### src/rtl/crd_pkg.sv
package crd_pkg;

  typedef enum logic [2:0] {
    PH_IDLE  = 3'd0,
    PH_EMPTY = 3'd1,
    PH_LOAD  = 3'd2,
    PH_GAP   = 3'd3,
    PH_SHARE = 3'd4
  } phase_t;

  typedef struct packed {
    logic share;
    logic to_ref;
    logic to_gnd;
    logic clear;
  } sw_t;

endpackage

### src/rtl/crd_phase_ctrl.sv
module crd_phase_ctrl
  import crd_pkg::*;
#(
  parameter int CODE_W = 8
) (
  input  logic   clk,
  input  logic   rst,
  input  logic   start,
  output phase_t phase,
  output logic   done
);
  localparam int IDX_W = (CODE_W > 1) ? $clog2(CODE_W) : 1;
  localparam logic [IDX_W-1:0] LAST_IDX = IDX_W'(CODE_W - 1);

  logic [IDX_W-1:0] bit_idx;

  always_ff @(posedge clk) begin
    if (rst) begin
      phase   <= PH_IDLE;
      bit_idx <= '0;
      done    <= 1'b0;
    end else begin
      done <= 1'b0;
      unique case (phase)
        PH_IDLE: begin
          if (start) begin
            phase   <= PH_EMPTY;
            bit_idx <= '0;
          end
        end
        PH_EMPTY: phase <= PH_LOAD;
        PH_LOAD:  phase <= PH_GAP;
        PH_GAP:   phase <= PH_SHARE;
        PH_SHARE: begin
          if (bit_idx == LAST_IDX) begin
            phase <= PH_IDLE;
            done  <= 1'b1;
          end else begin
            bit_idx <= bit_idx + 1'b1;
            phase   <= PH_LOAD;
          end
        end
        default: phase <= PH_IDLE;
      endcase
    end
  end

endmodule

### src/rtl/crd_sw_decode.sv
module crd_sw_decode
  import crd_pkg::*;
(
  input  phase_t phase,
  input  logic   cur_bit,
  output sw_t    sw
);
  always_comb begin
    sw = '0;
    unique case (phase)
      PH_EMPTY: begin
        sw.to_gnd = 1'b1;
        sw.clear  = 1'b1;
      end
      PH_LOAD: begin
        if (cur_bit) sw.to_ref = 1'b1;
        else         sw.to_gnd = 1'b1;
      end
      PH_SHARE: sw.share = 1'b1;
      default: sw = '0;
    endcase
  end

endmodule

### src/rtl/crd_charge_model.sv
module crd_charge_model #(
  parameter int CODE_W = 8
) (
  input  logic              clk,
  input  logic              rst,
  input  logic              load,
  input  logic [CODE_W-1:0] code,
  input  logic              step,
  output logic              cur_bit,
  output logic [CODE_W-1:0] level
);
  logic [CODE_W-1:0] pend;

  assign cur_bit = pend[0];

  always_ff @(posedge clk) begin
    if (rst)       pend <= '0;
    else if (load) pend <= code;
    else if (step) pend <= pend >> 1;
  end

  // (v + b*2^W) / 2 is the new bit entering at the top over v shifted down
  generate
    if (CODE_W == 1) begin : g_one
      always_ff @(posedge clk) begin
        if (rst)       level <= '0;
        else if (load) level <= '0;
        else if (step) level <= pend;
      end
    end else begin : g_many
      always_ff @(posedge clk) begin
        if (rst)       level <= '0;
        else if (load) level <= '0;
        else if (step) level <= {pend[0], level[CODE_W-1:1]};
      end
    end
  endgenerate

endmodule

### src/rtl/crd_serial_seq.sv
module crd_serial_seq
  import crd_pkg::*;
#(
  parameter int CODE_W = 8
) (
  input  logic              clk,
  input  logic              rst,
  input  logic              in_valid,
  output logic              in_ready,
  input  logic [CODE_W-1:0] in_code,
  output logic              sw_share,
  output logic              sw_ref,
  output logic              sw_gnd,
  output logic              sw_clear,
  output logic              busy,
  output logic              done,
  output logic [CODE_W-1:0] level
);
  phase_t phase;
  sw_t    sw;
  logic   start;
  logic   cur_bit;

  assign in_ready = (phase == PH_IDLE);
  assign busy     = ~in_ready;
  assign start    = in_valid & in_ready;

  crd_phase_ctrl #(.CODE_W(CODE_W)) u_ctrl (
    .clk   (clk),
    .rst   (rst),
    .start (start),
    .phase (phase),
    .done  (done)
  );

  crd_charge_model #(.CODE_W(CODE_W)) u_model (
    .clk     (clk),
    .rst     (rst),
    .load    (start),
    .code    (in_code),
    .step    (phase == PH_SHARE),
    .cur_bit (cur_bit),
    .level   (level)
  );

  crd_sw_decode u_dec (
    .phase   (phase),
    .cur_bit (cur_bit),
    .sw      (sw)
  );

  assign sw_share = sw.share;
  assign sw_ref   = sw.to_ref;
  assign sw_gnd   = sw.to_gnd;
  assign sw_clear = sw.clear;

endmodule

### config.mk
export PLATFORM = sky130hd
export DESIGN_NAME = crd_serial_seq
export DESIGN_NICKNAME = d
export VERILOG_FILES = /design/src/rtl/crd_pkg.sv /design/src/rtl/crd_phase_ctrl.sv /design/src/rtl/crd_sw_decode.sv /design/src/rtl/crd_charge_model.sv /design/src/rtl/crd_serial_seq.sv
export SDC_FILE = /design/constraint.sdc
export NUM_CORES = 1
export LEC_CHECK = 0
export BUFFER_PORTS_ARGS = -buffer_cell sky130_fd_sc_hd__buf_2
export CORE_MARGIN = 1
export CORE_UTILIZATION = 55
export CTS_CLUSTER_DIAMETER = 120
export DETAILED_ROUTE_END_ITERATION = 6
export PLACE_DENSITY = 0.82
export SKIP_CTS_REPAIR_TIMING = 1
export SLEW_MARGIN = 20
export SYNTH_ARGS = -nofsm -noshare
export SYNTH_HDL_FRONTEND = slang
export SYNTH_SLANG_ARGS = --single-unit
### constraint.sdc
create_clock -name clk -period 3.1 [get_ports clk]
set_input_delay 0.31 -clock clk [delete_from_list [all_inputs] [get_ports clk]]
set_output_delay 0.31 -clock clk [all_outputs]
set_load 0.005 [all_outputs]
==> results.toml <==
[sta]
drv_slew = 0
post-route-period-util_pct = 71.9
slew_headroom_pct = 50.1
finalCriticalPeriod_ns = 2.23
finClkSkew_ns = 0.0152
final_hold_viol_count = 0
fin_hold_ws_ns = 0.215
grt_setup_unrepaired = "false"
tns_ns = 0
worstMarginPinSlew_ns = 0.747
fmax_mhz = 448
setup_viol = 0

[place]
gp_congestion = 0.708
postPlaceCellArea_um2 = 1130
hpwl_um = 1370
port_buffers = 25

[worst_setup_path]
cp.arrival_ns = 1.92
reg2reg_slack_ns = 1.24
endpoint = "sw_share"
start_kind = "flip-flop"
reg2regPathDepth = 4
cp-end-kind = "output port"
cp-startpoint = "u_ctrl.phase[1]"
r2r_start = "u_ctrl.phase[1]"
cp_cell_sequence = "or3b_1, clkinv_8, buf_2"
crit_fanout = 18
crit_required_ns = 2.79
slowest_delay_ns = 0.65
crit_type = "flip-flop to output port"
worst_path_max_delay_cell = "or3b_1"
r2r-end = "u_model.pend[1]"

[clock_tree]
clkTransAtPathRegs_ns = 0.14
clock_path_buffers = 2
cts_root_buffer = "clkbuf_4"
numCtsBuffers = 3
h-tree-depth = 1
cts_tree = "built"
clk_latency_ns = 0.32
numClockSinks = 23

[pwr]
p_leak_nw = 0.467
power_density_nw_per_um2 = 482
ir_worst_vdd_uv = 336

[synth]
synth_area_leaders = "dfxtp_1, a21oi_1, nand2_1"
syn_area_um2 = 1050
yosysUniqueCellTypes = 31
synth_edf_count = 0
syn_inst = 118
yosys.area_share.simple_pct = 25.9
syn-num-nets = 131
synthFlopType = "dfxtp_1"
synth-seq-cells = 23
synth-xor-area-share_pct = 0.831
synth-compound-area-share_pct = 17.2
seq_area_frac_synth_pct = 43.7
synth_area_leader_cell = "dfxtp_1"
async_reset_ff_share_pct = 0
synth_top_family_by_area = "simple AND/OR/NAND/NOR gates"
synthDominantCellAreaShare_pct = 43.7
synthTopCellsByCount = "dfxtp_1, nand2_1, a21oi_1, nor2_1, nand3_1"
avgSynthCellArea_um2 = 8.93
yosysWarnings = 0
synth_mux_area_share_pct = 0
synth_fa_ha_area_share_pct = 2.38

[drt]
drt_iter0_drc = 23
post_drt_via_cell_ratio = 5.36
drtPass1Iterations = 4
postRouteAntennaNets = 0
vias = 874
drc_errors = 0
wl_per_cell_um = 12.1
totalWireLength_um = 1980

[flow_run]
cap_violations = 0

[global_routing]
grt_overflow_total = 0
grt_antenna_before_repair = 0
gr-usage-all-layers_pct = 21.4
grt_pass1_wl_um = 3170
grt_pass1_vias = 774
grt_max_degree = 19

[outcome]
status = "complete, no violations"

[cells_and_area]
fin_nets = 152
fillers = 183
regArea_um2 = 460
fin_area_um2 = 1160
n_antenna_cell = 0
multiInputGateArea_um2 = 488
area_delta_synth_final_pct = 9.74
drive_above_1_share_pct = 27.5

[die]
coreArea_um2 = 1760
start_util_pct = 59.7
row_count = 15
die-width_um = 45.8
chipHeight_um = 45.8
ios = 26
fp.dieArea_um2 = 2090

[min_path]
hp-class = "input port to flip-flop"
==> power breakdown <==
| part | total, mW | switching [mW] | internal [mW] |
|---|---|---|---|
| Combinational | 0.0878 | 0.0482 | 0.0396 |
| Sequential | 0.329 | 0.0176 | 0.311 |
| Clock | 0.141 | 0.0925 | 0.0483 |
| Total | 0.557 | 0.158 | 0.399 |
==> how the worst min path moves through the flow <==
stage                     start          endpoint  slack, ns  cells past startpoint
2_1_floorplan               rst   u_model.pend[3]       0.37                      1
3_3_place_gp   u_model.level[0]  u_model.level[0]       0.44                      2
3_5_place_dp    u_model.pend[2]   u_model.pend[2]       0.46                      2
4_1_cts              in_code[7]   u_model.pend[7]       0.21                      3
5_1_grt              in_code[7]   u_model.pend[7]       0.22                      3
6_report             in_code[7]   u_model.pend[7]       0.21                      3
==> sequential cells by signal, indices dropped and copies added (netlist names) <==
name	count
u_model.level	8
u_model.pend	8
u_ctrl.bit_idx	3
u_ctrl.phase	3
u_ctrl.done	1
==> placed cells by master (no fill, tap or decap), types with 2 or more instances in the layout <==
cell type,instances
buf_2,25
nand2_1,23
dfxtp_1,23
a21oi_1,19
nor2_1,7
nand3_1,6
a211oi_2,4
nor3b_1,3
clkbuf_4,3
nor3_1,2
inv_1,2
a22oi_1,2
nand3b_1,2
ha_1,2
==> worst max-delay path, delay by kind of cell, from the launching register on <==
family,cells,cell delay (ns)
simple gates,1,0.65
buf+inv,2,0.38
flops,1,0.57
==> area by class of cell <==
type | count | share of cell area (%)
Clock buffer | 3 | 1.95
Clock inverter | 1 | 0.433
Inverter | 3 | 2.06
Multi-Input combinational cell | 83 | 42.2
Sequential cell | 23 | 39.8
Tap cell | 25 | 2.71
Timing Repair Buffer | 25 | 10.8
==> routing by layer <==
layer / up-vias / wire length [µm] / part of all wire, % / global-route usage, %
met4: 0 / 20 / 1.0 / 7.65
met1: 400 / 890 / 45 / 25.1
li1: 446 / - / - / -
met3: 5 / 114 / 5.8 / 7.54
met2: 23 / 950 / 48 / 36.0
met5: - / 0 / 0 / 0
==> cells by family after synthesis <==
family / Yosys count
adder cells (fa/ha/maj): 2
AO/OA/AOI/OAI: 28
AND/OR/NAND/NOR: 52
XOR/XNOR: 1
flip-flops: 23
buffers and inverters: 12
==> metrics by stage <==
step | cells | setup WS [ns] | utilization, % | power [mW]
detailed placement | 159 | 1.24 | 64.0 | 0.423
global placement | 159 | 1.27 | 64.0 | 0.418
CTS | 163 | 0.891 | 65.5 | 0.561
finish | 163 | 0.870 | 65.5 | 0.557
floorplan | 118 | 1.53 | - | 0.402
global route | 163 | 0.709 | 65.5 | 0.588
Note: power is estimated with default switching activity, not from simulation.
